===== config.mk =====
export PLATFORM = sky130hd
export DESIGN_NAME = tss_search
export DESIGN_NICKNAME = d
export VERILOG_FILES = /design/src/rtl/tss_pkg.sv /design/src/rtl/tss_datapath.sv /design/src/rtl/tss_ctrl.sv /design/src/rtl/tss_search.sv
export SDC_FILE = /design/constraint.sdc
export NUM_CORES = 1
export LEC_CHECK = 0
export BUFFER_PORTS_ARGS = -buffer_cell sky130_fd_sc_hd__buf_2
export CORE_ASPECT_RATIO = 1.75
export CORE_MARGIN = 1
export CORE_UTILIZATION = 50
export DETAILED_ROUTE_END_ITERATION = 10
export PLACE_DENSITY_LB_ADDON = 0.3
export SYNTH_ARGS = -nofsm -noshare
export SYNTH_HDL_FRONTEND = slang
export SYNTH_SLANG_ARGS = --single-unit

===== constraint.sdc =====
create_clock -name clk -period 22.3 [get_ports clk]
set_clock_uncertainty 0.05 [all_clocks]
set_input_delay 5.575 -clock clk [delete_from_list [all_inputs] [get_ports clk]]
set_output_delay 5.575 -clock clk [all_outputs]
set_load 0.1 [all_outputs]

===== src/rtl/tss_pkg.sv =====
package tss_pkg;
  localparam int MB_LOG = 4;
  localparam int MB_DIM = 1 << MB_LOG;
  localparam int PIX_IDX_W = 2 * MB_LOG;
  localparam int NBR_N = 8;

  typedef struct packed {
    logic init;
    logic accum;
    logic evaluate;
  } tssStrobe_t;

  // neighbour order: row above, same row, row below; left to right
  function automatic int nbrX(input logic [2:0] i);
    case (i)
      3'd0, 3'd3, 3'd5: nbrX = -1;
      3'd1, 3'd6:       nbrX = 0;
      default:          nbrX = 1;
    endcase
  endfunction

  function automatic int nbrY(input logic [2:0] i);
    if (i < 3'd3) nbrY = -1;
    else if (i < 3'd5) nbrY = 0;
    else nbrY = 1;
  endfunction
endpackage


===== src/rtl/tss_datapath.sv =====
module tss_datapath
  import tss_pkg::*;
#(
  parameter int PIX_W = 8,
  parameter int SAD_W = 16,
  parameter int VEC_W = 6
) (
  input  logic                    clk,
  input  logic                    rst_n,
  input  tssStrobe_t              strobe,
  input  logic [SAD_W-1:0]        thr,
  input  logic [PIX_W-1:0]        curPix,
  input  logic [PIX_W-1:0]        refPix,
  input  logic signed [VEC_W-1:0] candDx,
  input  logic signed [VEC_W-1:0] candDy,
  output logic                    below,
  output logic signed [VEC_W-1:0] bestDx,
  output logic signed [VEC_W-1:0] bestDy,
  output logic [SAD_W-1:0]        bestSad
);
  logic [SAD_W-1:0] acc;
  logic [SAD_W-1:0] thrReg;
  logic [PIX_W-1:0] absDiff;

  assign absDiff = (curPix > refPix) ? (curPix - refPix) : (refPix - curPix);
  assign below = acc < thrReg;

  always_ff @(posedge clk) begin
    if (!rst_n) begin
      acc     <= '0;
      thrReg  <= '0;
      bestDx  <= '0;
      bestDy  <= '0;
      bestSad <= '0;
    end else if (strobe.init) begin
      acc     <= '0;
      thrReg  <= thr;
      bestDx  <= '0;
      bestDy  <= '0;
      bestSad <= '1;
    end else if (strobe.evaluate) begin
      if (acc < bestSad) begin
        bestSad <= acc;
        bestDx  <= candDx;
        bestDy  <= candDy;
      end
      acc <= '0;
    end else if (strobe.accum) begin
      acc <= acc + SAD_W'(absDiff);
    end
  end
endmodule


===== src/rtl/tss_ctrl.sv =====
module tss_ctrl
  import tss_pkg::*;
#(
  parameter int FRAME_W = 48,
  parameter int FRAME_H = 48,
  parameter int RANGE = 16,
  parameter int COARSE_STEP = 5,
  parameter int GRID_HALF = 3,
  parameter int FINE_STEP = 2,
  parameter int VEC_W = 6,
  parameter int XW = 6,
  parameter int YW = 6,
  parameter int AW = 12,
  parameter int CNT_W = 7
) (
  input  logic                    clk,
  input  logic                    rst_n,
  input  logic                    start,
  input  logic [XW-1:0]           mbX,
  input  logic [YW-1:0]           mbY,
  input  logic                    below,
  input  logic signed [VEC_W-1:0] bestDx,
  input  logic signed [VEC_W-1:0] bestDy,
  output tssStrobe_t              strobe,
  output logic signed [VEC_W-1:0] candDx,
  output logic signed [VEC_W-1:0] candDy,
  output logic [PIX_IDX_W-1:0]    curAddr,
  output logic [AW-1:0]           refAddr,
  output logic                    busy,
  output logic                    done,
  output logic                    earlyExit,
  output logic [CNT_W-1:0]        candCount
);
  localparam int GRID_N = 2 * GRID_HALF + 1;
  localparam int GW = $clog2(GRID_N);
  localparam logic [GW-1:0] GRID_LAST = GW'(GRID_N - 1);
  localparam logic [PIX_IDX_W-1:0] PIX_LAST = '1;

  typedef enum logic [2:0] {S_IDLE, S_PICK, S_READ, S_DRAIN, S_EVAL, S_LAYER, S_DONE} state_t;
  state_t state;

  logic [1:0]              layer;
  logic [GW-1:0]           gx, gy;
  logic [2:0]              nIdx;
  logic [PIX_IDX_W-1:0]    pix;
  logic signed [VEC_W-1:0] cenX, cenY;
  logic [XW-1:0]           mbXr;
  logic [YW-1:0]           mbYr;
  logic                    accumPipe;
  int                      cdx, cdy, stepSz, refIdx;
  logic                    candOk, lastInLayer, advance;

  always_comb begin
    stepSz = (layer == 2'd1) ? FINE_STEP : 1;
    if (layer == 2'd0) begin
      cdx = (int'(gx) - GRID_HALF) * COARSE_STEP;
      cdy = (int'(gy) - GRID_HALF) * COARSE_STEP;
    end else begin
      cdx = int'(cenX) + nbrX(nIdx) * stepSz;
      cdy = int'(cenY) + nbrY(nIdx) * stepSz;
    end
  end

  assign candOk = (cdx >= -RANGE) && (cdx <= RANGE) && (cdy >= -RANGE) && (cdy <= RANGE)
               && (int'(mbXr) + cdx >= 0) && (int'(mbXr) + cdx <= FRAME_W - MB_DIM)
               && (int'(mbYr) + cdy >= 0) && (int'(mbYr) + cdy <= FRAME_H - MB_DIM);
  assign lastInLayer = (layer == 2'd0) ? (gx == GRID_LAST && gy == GRID_LAST) : (nIdx == 3'(NBR_N - 1));
  assign advance = (state == S_PICK && !candOk) || (state == S_EVAL && !below);

  assign candDx = VEC_W'(cdx);
  assign candDy = VEC_W'(cdy);

  assign refIdx = (int'(mbYr) + cdy + int'(pix[PIX_IDX_W-1:MB_LOG])) * FRAME_W
                + int'(mbXr) + cdx + int'(pix[MB_LOG-1:0]);
  assign refAddr = (state == S_READ) ? AW'(refIdx) : '0;
  assign curAddr = (state == S_READ) ? pix : '0;

  assign strobe.init     = (state == S_IDLE) && start;
  assign strobe.accum    = accumPipe;
  assign strobe.evaluate = (state == S_EVAL);
  assign busy = (state != S_IDLE);
  assign done = (state == S_DONE);

  always_ff @(posedge clk) begin
    if (!rst_n) begin
      state     <= S_IDLE;
      layer     <= '0;
      gx        <= '0;
      gy        <= '0;
      nIdx      <= '0;
      pix       <= '0;
      cenX      <= '0;
      cenY      <= '0;
      mbXr      <= '0;
      mbYr      <= '0;
      accumPipe <= 1'b0;
      earlyExit <= 1'b0;
      candCount <= '0;
    end else begin
      accumPipe <= (state == S_READ);
      case (state)
        S_IDLE: if (start) begin
          mbXr      <= mbX;
          mbYr      <= mbY;
          layer     <= '0;
          gx        <= '0;
          gy        <= '0;
          nIdx      <= '0;
          cenX      <= '0;
          cenY      <= '0;
          earlyExit <= 1'b0;
          candCount <= '0;
          state     <= S_PICK;
        end
        S_PICK: if (candOk) begin
          pix   <= '0;
          state <= S_READ;
        end
        S_READ: begin
          pix <= pix + 1'b1;
          if (pix == PIX_LAST) state <= S_DRAIN;
        end
        S_DRAIN: state <= S_EVAL;
        S_EVAL: begin
          candCount <= candCount + 1'b1;
          if (below) begin
            earlyExit <= 1'b1;
            state     <= S_DONE;
          end
        end
        S_LAYER: begin
          cenX  <= bestDx;
          cenY  <= bestDy;
          layer <= layer + 1'b1;
          nIdx  <= '0;
          state <= S_PICK;
        end
        S_DONE: state <= S_IDLE;
        default: state <= S_IDLE;
      endcase
      if (advance) begin
        if (lastInLayer) begin
          state <= (layer == 2'd2) ? S_DONE : S_LAYER;
        end else begin
          state <= S_PICK;
          if (layer == 2'd0) begin
            if (gx == GRID_LAST) begin
              gx <= '0;
              gy <= gy + 1'b1;
            end else begin
              gx <= gx + 1'b1;
            end
          end else begin
            nIdx <= nIdx + 1'b1;
          end
        end
      end
    end
  end
endmodule


===== src/rtl/tss_search.sv =====
module tss_search
  import tss_pkg::*;
#(
  parameter int FRAME_W = 48,
  parameter int FRAME_H = 48,
  parameter int PIX_W = 8,
  parameter int SAD_W = 16,
  parameter int RANGE = 16,
  parameter int COARSE_STEP = 5,
  parameter int GRID_HALF = 3,
  parameter int FINE_STEP = 2,
  parameter int VEC_W = 6,
  parameter int XW = $clog2(FRAME_W),
  parameter int YW = $clog2(FRAME_H),
  parameter int AW = $clog2(FRAME_W * FRAME_H),
  parameter int MAX_CAND = (2 * GRID_HALF + 1) * (2 * GRID_HALF + 1) + 2 * NBR_N,
  parameter int CNT_W = $clog2(MAX_CAND + 1)
) (
  input  logic                    clk,
  input  logic                    rst_n,
  input  logic                    start,
  input  logic [XW-1:0]           mbX,
  input  logic [YW-1:0]           mbY,
  input  logic [SAD_W-1:0]        thr,
  output logic [PIX_IDX_W-1:0]    curAddr,
  input  logic [PIX_W-1:0]        curData,
  output logic [AW-1:0]           refAddr,
  input  logic [PIX_W-1:0]        refData,
  output logic                    busy,
  output logic                    done,
  output logic signed [VEC_W-1:0] bestDx,
  output logic signed [VEC_W-1:0] bestDy,
  output logic [SAD_W-1:0]        bestSad,
  output logic [CNT_W-1:0]        candCount,
  output logic                    earlyExit
);
  tssStrobe_t              strobe;
  logic                    below;
  logic signed [VEC_W-1:0] candDx, candDy;

  tss_ctrl #(
    .FRAME_W(FRAME_W), .FRAME_H(FRAME_H), .RANGE(RANGE), .COARSE_STEP(COARSE_STEP),
    .GRID_HALF(GRID_HALF), .FINE_STEP(FINE_STEP), .VEC_W(VEC_W), .XW(XW), .YW(YW),
    .AW(AW), .CNT_W(CNT_W)
  ) u_ctrl (
    .clk(clk), .rst_n(rst_n), .start(start), .mbX(mbX), .mbY(mbY), .below(below),
    .bestDx(bestDx), .bestDy(bestDy), .strobe(strobe), .candDx(candDx), .candDy(candDy),
    .curAddr(curAddr), .refAddr(refAddr), .busy(busy), .done(done),
    .earlyExit(earlyExit), .candCount(candCount)
  );

  tss_datapath #(.PIX_W(PIX_W), .SAD_W(SAD_W), .VEC_W(VEC_W)) u_dp (
    .clk(clk), .rst_n(rst_n), .strobe(strobe), .thr(thr), .curPix(curData),
    .refPix(refData), .candDx(candDx), .candDy(candDy), .below(below),
    .bestDx(bestDx), .bestDy(bestDy), .bestSad(bestSad)
  );
endmodule


==> results.md, run 1 <==
- The count of nets left with antenna violations once routing finished came out at 0.
- Based on the critical path, the design can be clocked at up to ~77 MHz.
- The arrival time at the worst endpoint is 7370 ps.
- For this block, the initial DRC count from the detailed router was a little over 400.
- Global routing consumed, over all layers together, approximately 28% of the routing resources.
- The buffers inserted during post-CTS setup optimization is 0.
- For this design, the CTS-stage hold fixing added 0 buffers.
- In this run the worst hold path is classified as register to register.
- The setup-violating endpoint count in the final report is 0.
- The total overflow left after global routing is 0.
- Once the floorplan was initialized, standard cells occupied 50.9% of the core.
- The global-route wire length before repair is 50.6 mm.
- After clock tree synthesis, the clock-pin slew on the worst setup and hold paths is around 60 ps.
- The number of search-and-repair iterations in the first detailed-routing pass is 5.
- For this run, asynchronously set or reset flops after synthesis account for 0%.
- The clock period minus final worst setup slack is 13000 ps.
- For the worst setup path, the data required time is 16680 ps.
- The maximum fanout along the worst path is 6.
- The tool flagged a number of max-cap violations equal to 0.
- The most critical setup path has its startpoint at u_ctrl.layer[1]$_SDFFE_PN0P_.
- After detailed routing, the average wire length per cell comes to around 17 um.
- Dividing the synthesized area by the synthesized cell count gives 7.88 um2.
- The total DRC errors in the routed layout is 0.
- 0 antenna diodes ended up in the layout.
- The final cell count without fillers is roughly 1800.
- The quantity of gates resized following cts is 0.
- The slew at the pin with the worst max-slew slack is 1090 ps.
- After floorplanning, the core was divided into 72 placement rows.
- The total half-perimeter wirelength after legalization and detailed placement is 25.1 mm.
- The worst-case clock buffer depth is 2.
- The floorplan die width is 115 um.
- The count of yosys warnings during synthesis is 0.
- Entering global routing, the biggest net connects 72 pins.
- The post-route fraction of the period consumed by the critical path is 58.3%.
- The prevailing post-synth register cell is sky130_fd_sc_hd__dfxtp_1.
- The net count reported at finish is 1743.
- Setup repair after global routing left no endpoint under its margin.
- The worst-skew pair later-pin latency is 420 ps.
- The area of the core is 0.0221 mm2.
- The floorplan die height is 200 um.
- The maximum ir drop on the vdd rail is 60.4 uV.
- In this run the tightest slew margin relative to its limit is between 20% and 30%.
- The total I/O pin count is 105.
- The max-slew violation count is 0.
- The last weighted congestion value of the routability-driven placer is 0.964.
- Of the cells placed in the final design, the portion with a size suffix greater than 1 is roughly 11%.
- The total negative setup slack is 0 ps.
- The count of filler cells inserted in the layout is between 2000 and 2500.
- The delay of the slowest cell on the worst path is 550 ps.
- The number of global-route vias before repair was roughly 10000.
- Counting every net in the synthesized netlist gives about 1700.
- Once placement completed, the tool counted placed cells totaling between 1500 and 2000.
- The post-synthesis instance area is 0.0112 mm2.
- The via count is 10500.
- The run finished with clean final reports.
- TritonCTS built the clock tree.
- Counting distinct cell types in the post-synthesis netlist gives 78.
- The area of the die is 0.0231 mm2.
- The number of standard cells after synthesis is 1425.
- The number of storage elements in the synthesis netlist is 115.
- Summed over all cells, the static leakage comes to 5.81 nW.
- On the critical path, the stage with the largest delay is an instance of sky130_fd_sc_hd__fa_1.
- The kind of end point of the critical path is an output pin.
- The clock tree synthesis step divided the H-tree into 4 levels.
- The clock sink count is 115.
- The root cell of the clock tree is sky130_fd_sc_hd__clkbuf_16.
- The number of clock buffers inserted by TritonCTS is 17.
- The worst hold path startpoint is u_dp.thrReg[8]$_SDFFE_PN0P_.
- The worst setup path is of the register to output pin kind.
- Dividing total power by cell area gives a power density of 56.8 mW/mm2.
- The most numerous cell on the critical path is sky130_fd_sc_hd__xnor2_1.
- The portion of the post-synthesis area used by sequential elements is 20.5%.
- The layout overhead on the synthesized area is 12.3%.
- The via-per-instance ratio is 5.79.
- The worst setup path is launched from a register.
- Yosys mapped a number of flops with a built-in enable equal to 0.
- Port buffering added 104 buffers.
- The initial antenna violation count is 0.
- The total count of hold-check failures in the final report is 0.
- The worst reg2reg path startpoint is u_ctrl.layer[1]$_SDFFE_PN0P_.
- The routed design has about 32 mm of wire.
-- sequential cells by signal, summed over array words and instances (netlist names), 6 cells and up --
name and count:
u_ctrl.candCount 7, u_ctrl.cenX 6, u_ctrl.cenY 6, u_ctrl.mbXr 6, u_ctrl.mbYr 6, u_ctrl.pix 8, u_dp.acc 16, u_dp.bestDx 6
u_dp.bestDy 6, u_dp.bestSad 16, u_dp.thrReg 16
-- worst max-delay path, delay by kind of cell, from the launching register on --
kind | cells | cell delay [ps]
adder cells (fa/ha/maj) | 9 | 3140
XOR/XNOR | 10 | 1600
AO/OA/AOI/OAI | 3 | 870
buffers and inverters | 3 | 600
AND/OR/NAND/NOR | 3 | 390
flip-flops | 1 | 370
-- per-layer routing --
layer	share of wire, %	vias to the layer above	GRT usage, %
li1	-	5183	-
met1	35	4926	26.8
met2	53	274	51.8
met3	4.2	126	5.23
met4	7.7	0	22.4
met5	0	-	0
-- synthesized netlist by cell type, types with 36 or more instances --
library cell	count	area (um2)
sky130_fd_sc_hd__a21o_1	36	270
sky130_fd_sc_hd__nand2_1	143	537
sky130_fd_sc_hd__xnor2_1	39	342
sky130_fd_sc_hd__nand3_1	67	335
sky130_fd_sc_hd__dfxtp_1	115	2300
sky130_fd_sc_hd__clkbuf_1	43	161
sky130_fd_sc_hd__o21ai_0	52	260
sky130_fd_sc_hd__ha_1	161	2010
sky130_fd_sc_hd__mux2i_1	49	490
sky130_fd_sc_hd__a21oi_1	137	686
sky130_fd_sc_hd__inv_1	136	510
sky130_fd_sc_hd__nor2_1	92	345
-- path summary, 6_finish.rpt --
path                                      end  slack, ps  cells after the start
setup / recovery                  refAddr[11]       9300                     28
setup reg to reg      u_ctrl.gy[2]$_SDFF_PN0_      15190                     23
hold / removal    u_dp.thrReg[8]$_SDFFE_PN0P_        400                      2
hold reg to reg   u_dp.thrReg[8]$_SDFFE_PN0P_        400                      2
-- per-stage QoR --
stage | instance area [um2] | power, mW | hold slack, ps | utilization [%] | setup slack [ps]
2_1_floorplan | 11200 | 0.389 | 386 | - | 9500
3_3_place_gp | 12000 | 0.437 | 391 | 54.4 | 9890
3_5_place_dp | 12000 | 0.442 | 398 | 54.4 | 9770
4_1_cts | 12600 | 0.719 | 406 | 57.2 | 9310
5_1_grt | 12600 | 0.756 | 427 | 57.2 | 8880
6_report | 12600 | 0.717 | 404 | 57.2 | 9300
-- cells in the final DEF (no fill, tap or decap), types with 5 or more instances in the layout --
master                      Yosys  final
sky130_fd_sc_hd__nand2b_1      32     32
sky130_fd_sc_hd__and2_1        14     14
sky130_fd_sc_hd__clkbuf_16      0     17
sky130_fd_sc_hd__nor2_1        92     92
sky130_fd_sc_hd__nand3_1       67     67
sky130_fd_sc_hd__inv_1        136    135
sky130_fd_sc_hd__o21a_1        10     10
sky130_fd_sc_hd__buf_4          0     12
sky130_fd_sc_hd__a21oi_1      137    136
sky130_fd_sc_hd__buf_2          7    104
sky130_fd_sc_hd__xor2_1        23     23
sky130_fd_sc_hd__nand4_1       10     10
sky130_fd_sc_hd__a211oi_1      23     23
sky130_fd_sc_hd__fa_1          29     29
sky130_fd_sc_hd__dfxtp_1      115    115
sky130_fd_sc_hd__a31oi_1       12     12
sky130_fd_sc_hd__ha_1         161    160
sky130_fd_sc_hd__o211ai_1       8      8
sky130_fd_sc_hd__mux2i_1       49     49
sky130_fd_sc_hd__o22ai_1        7      7
sky130_fd_sc_hd__nor3_1        16     16
sky130_fd_sc_hd__nor4_1         6      6
sky130_fd_sc_hd__xnor2_1       39     39
sky130_fd_sc_hd__o21ai_0       52     52
sky130_fd_sc_hd__a21o_1        36     36
sky130_fd_sc_hd__and3_1        13     13
sky130_fd_sc_hd__a221oi_1       6      6
sky130_fd_sc_hd__o21bai_1      10     10
sky130_fd_sc_hd__nand3b_1       8      8
sky130_fd_sc_hd__o31ai_1        8      8
sky130_fd_sc_hd__nand2_1      143    142
sky130_fd_sc_hd__nor3b_1        5      5
sky130_fd_sc_hd__nor2b_1       24     24
-- final cells by class --
class | instances | area (um2) | area share [%]
inverters | 136 | 510 | 4.05
repair buffers | 116 | 611 | 4.84
clock inverters | 15 | 175 | 1.39
clock buffers | 17 | 425 | 3.37
well taps | 296 | 370 | 2.94
flip-flops and latches | 115 | 2300 | 18.3
multi-input cells | 1120 | 8220 | 65.2
-- cells by family (layout without fill, tap and decap cells) --
| kind of cell | count (synthesis) | after routing | synth area share [%] |
|---|---|---|---|
| other | 1 | 1 | 0.0334 |
| AO/OA/AOI/OAI | 357 | 357 | 20.4 |
| buffers and inverters | 190 | 284 | 6.43 |
| XOR/XNOR | 62 | 62 | 4.84 |
| multiplexers | 53 | 53 | 4.77 |
| AND/OR/NAND/NOR | 457 | 457 | 19.9 |
| flip-flops | 115 | 115 | 20.5 |
| adder cells (fa/ha/maj) | 190 | 190 | 23.1 |
-- report_power, final --
group / switching (mW) / leakage (nW) / total, mW / internal [mW]
combinational: 0.137 / 4.58 / 0.224 / 0.0873
sequential: 0.00410 / 0.935 / 0.215 / 0.211
clock: 0.109 / 0.295 / 0.277 / 0.168
total: 0.250 / 5.81 / 0.717 / 0.467
Note: power is estimated with default switching activity, not from simulation.
==> inputs of run 2 (changes only) <==
==> constraint.sdc (replaced) <==
create_clock -name clk -period 11.7 [get_ports clk]
set_clock_uncertainty 0.05 [all_clocks]
set_input_delay 2.925 -clock clk [delete_from_list [all_inputs] [get_ports clk]]
set_output_delay 2.925 -clock clk [all_outputs]
set_load 0.1 [all_outputs]
==> run 2 against run 1 <==
Core utilization grew 0.14 points. Register-to-register slack got worse by 11000 ps. Worst hold slack is essentially flat. Clock-buffer cell count grew 3. Critical path depth increased by 1. Cell count hardly changed. Combinational power rose by 90%. Total power up 95%. Critical endpoint unchanged.
==> results.md, run 2 (synthesis results as in run 1) <==
- Across all register-to-register paths, the minimum setup slack is around 4600 ps.
- In the final layout, the multi-input gates occupy 0.00822 mm2.
- The kind of cell adding the most delay to the critical path is adder cells.
- The largest registers in the layout are u_dp.acc x16, u_dp.bestSad x16, u_dp.thrReg x16.
- After layout, the minimum clock period comes to slightly above 10000 ps.
- Buffers inserted to repair hold after CTS numbered 0.
- Clock-pin slew was measured on the worst setup and hold paths at ~60 ps.
- In this run, the number of DRC markers left after iteration 0 of detailed routing was a little under 500.
- The last weighted congestion value of the routability-driven placer is between 0.9 and 1.
- The floorplan die width is roughly 120 um.
- The total number of H-tree levels is 4.
- The path category of the worst min-delay check is register to register.
- The core occupancy in the finished layout is 57.3%.
- The net count reported at finish is 1743.
- STA classifies the critical path endpoint as an output pin.
- During I/O placement, the number of pins put on the boundary was 105.
- The initial core utilization is about 50%.
- The most common cell after layout, fill and taps aside is sky130_fd_sc_hd__ha_1.
- The path with the worst hold slack has its endpoint at u_dp.thrReg[3]$_SDFFE_PN0P_.
- The worst-case IR drop observed on VDD is roughly 120 uV.
- Setup repair after global routing left no endpoint under its margin.
- The wire-length estimate of the detail-placed layout is 25.3 mm.
- Gates resized during post-CTS repair numbered 0.
- Of the available clock period, the critical path in the final layout requires 88.0%.
- The start point of the critical path is u_ctrl.layer[1]$_SDFFE_PN0P_.
- The die is about 200 um tall.
- Counting cells, the worst reg-to-reg path comes to 24.
- The clock sink count is 115.
- The die covers 0.0231 mm2.
- The proportion of layout cells with a drive suffix above 1 is 10.9%.
- In this run the clock root is driven by a sky130_fd_sc_hd__clkbuf_16.
- The startpoint identified for the worst register-to-register timing path is u_ctrl.layer[1]$_SDFFE_PN0P_.
- In this run the remaining antenna-violating nets after routing total 0.
- For this run, the detailed router's first-pass iteration total came to 5.
- The critical path class is register to output pin.
- The worst relative slew slack is 32.7%.
- Entering global routing, the biggest net connects 63 pins.
- The via-per-instance ratio is 5.83.
- The via count is 10600.
- For the worst-skew pair, the clock arrives at the later sink with an insertion delay of 420 ps.
- The max-slew violation count was 0.
- For the pin with the worst max-slew slack, the measured transition is 998 ps.
- The routed wire length is 32.2 mm.
- The number of cell rows is 72.
- Clock tree synthesis inserted a total of 17 buffers.
- In this run the worst path has a maximum fanout of 6.
- The buffers inserted during post-CTS setup optimization is 0.
- The worst hold path passes through 2 cells.
- The delay of the slowest cell on the worst path is 550 ps.
- Derived from the worst setup path, the maximum achievable clock frequency is 97.1 MHz.
- After detailed routing, the average wire length per cell comes to 17.7 um.
- Global routing consumed, over all layers together, 28.3% of the routing resources.
- TritonCTS built the clock tree.
- The total count of hold-check failures in the final report is 0.
- Dividing total power by cell area gives a power density of 110 mW/mm2.
- The layout overhead on the synthesized area is 12.6%.
- The arrival time at the worst endpoint is 7320 ps.
- The first global-routing pass estimated 50.8 mm of wire.
- Setup violations remaining at the end of the flow were counted as 0.
- The number of global-route vias before repair is 10600.
- The total area inside the core boundary comes to 0.0221 mm2.
- The worst hold path startpoint is u_dp.thrReg[3]$_SDFFE_PN0P_.
- The footprint of the flip-flops and latches is roughly 0.0023 mm2.
- The count of filler cells inserted in the layout is 2083.
- Among all stages on the critical path, the largest delay is contributed by sky130_fd_sc_hd__fa_1.
- The total negative setup slack is 0 ps.
- The number of buffers and inverters on the critical path is 4.
- For this run, design rule violations remaining after detail routing come to 0.
- The count of maximum capacitance violations is 0.
- In the layout the commonest cells are sky130_fd_sc_hd__ha_1, sky130_fd_sc_hd__nand2_1, sky130_fd_sc_hd__a21oi_1.
- In this run the static leakage power is between 5 and 6 nW.
- The end of the worst register-to-register path is u_ctrl.gy[2]$_SDFF_PN0_.
- The run finished with clean final reports.
- The worst setup path is launched from a register.
- The initial antenna violation count is 0.
- In this run the deepest clock path goes through 2 buffers.
- The antenna cell count is 0.
- The total of buffers placed on input and output ports is ~100.
- Data on the critical path is required at its endpoint by approximately 8700 ps.
- Summed over all layers, the global routing overflow is 0.
## run 2: changes by cell type in the layout (fill, tap and decap cells not counted), sizes merged
cell,change
inv,-4
clkinv,-3
bufinv,+2
clkbuf,+3
clkinvlp,+1
## run 2: how the worst max path moves through the flow
| stage | end | depth (start not counted) |
|---|---|---|
| CTS | refAddr[11] | 28 |
| global placement | refAddr[11] | 28 |
| finish | refAddr[11] | 29 |
| detailed placement | refAddr[11] | 28 |
| floorplan | refAddr[11] | 27 |
| global route | refAddr[11] | 29 |
## run 2: report_power, final
group / switching, mW / internal (mW) / leakage (nW) / total, mW
clock: 0.193 / 0.368 / 0.303 / 0.561
sequential: 0.00803 / 0.403 / 0.935 / 0.411
combinational: 0.259 / 0.166 / 4.58 / 0.425
total: 0.460 / 0.937 / 5.82 / 1.40
## run 2: worst reg2reg max path, delay by kind of cell (launching register included)
| kind | cells | cell delay (ps) |
|---|---|---|
| mux | 1 | 350 |
| flops | 1 | 320 |
| simple gates | 7 | 1800 |
| fa+ha+maj | 6 | 2300 |
| buf+inv | 4 | 320 |
| compound gates | 6 | 1830 |
## run 2: layer usage
metal	vias up	share of wire [%]	routed length (um)	track usage [%]
met3	116	3.5	1130	4.54
li1	5192	-	-	-
met4	0	7.2	2300	20.1
met2	281	54	17500	54.2
met1	4982	35	11300	26.2
met5	-	0	0	0
## run 2: final cells by class
type | count | share of cell area, %
Multi-Input combinational cell | 1120 | 65.0
Sequential cell | 115 | 18.2
Timing Repair Buffer | 116 | 4.83
Inverter | 136 | 4.04
Clock buffer | 20 | 3.61
Tap cell | 296 | 2.93
Clock inverter | 11 | 1.39
## run 2: metrics by stage
stage	hold slack [ps]	instances	cell area (um2)	total power, mW	setup slack (ps)
5_1_grt	417	1814	12600	1.47	886
3_5_place_dp	398	1783	12000	0.840	1840
4_1_cts	407	1814	12600	1.40	1370
3_3_place_gp	392	1783	12000	0.833	1940
6_report	404	1814	12600	1.40	1400
2_1_floorplan	386	1425	11200	0.742	1550
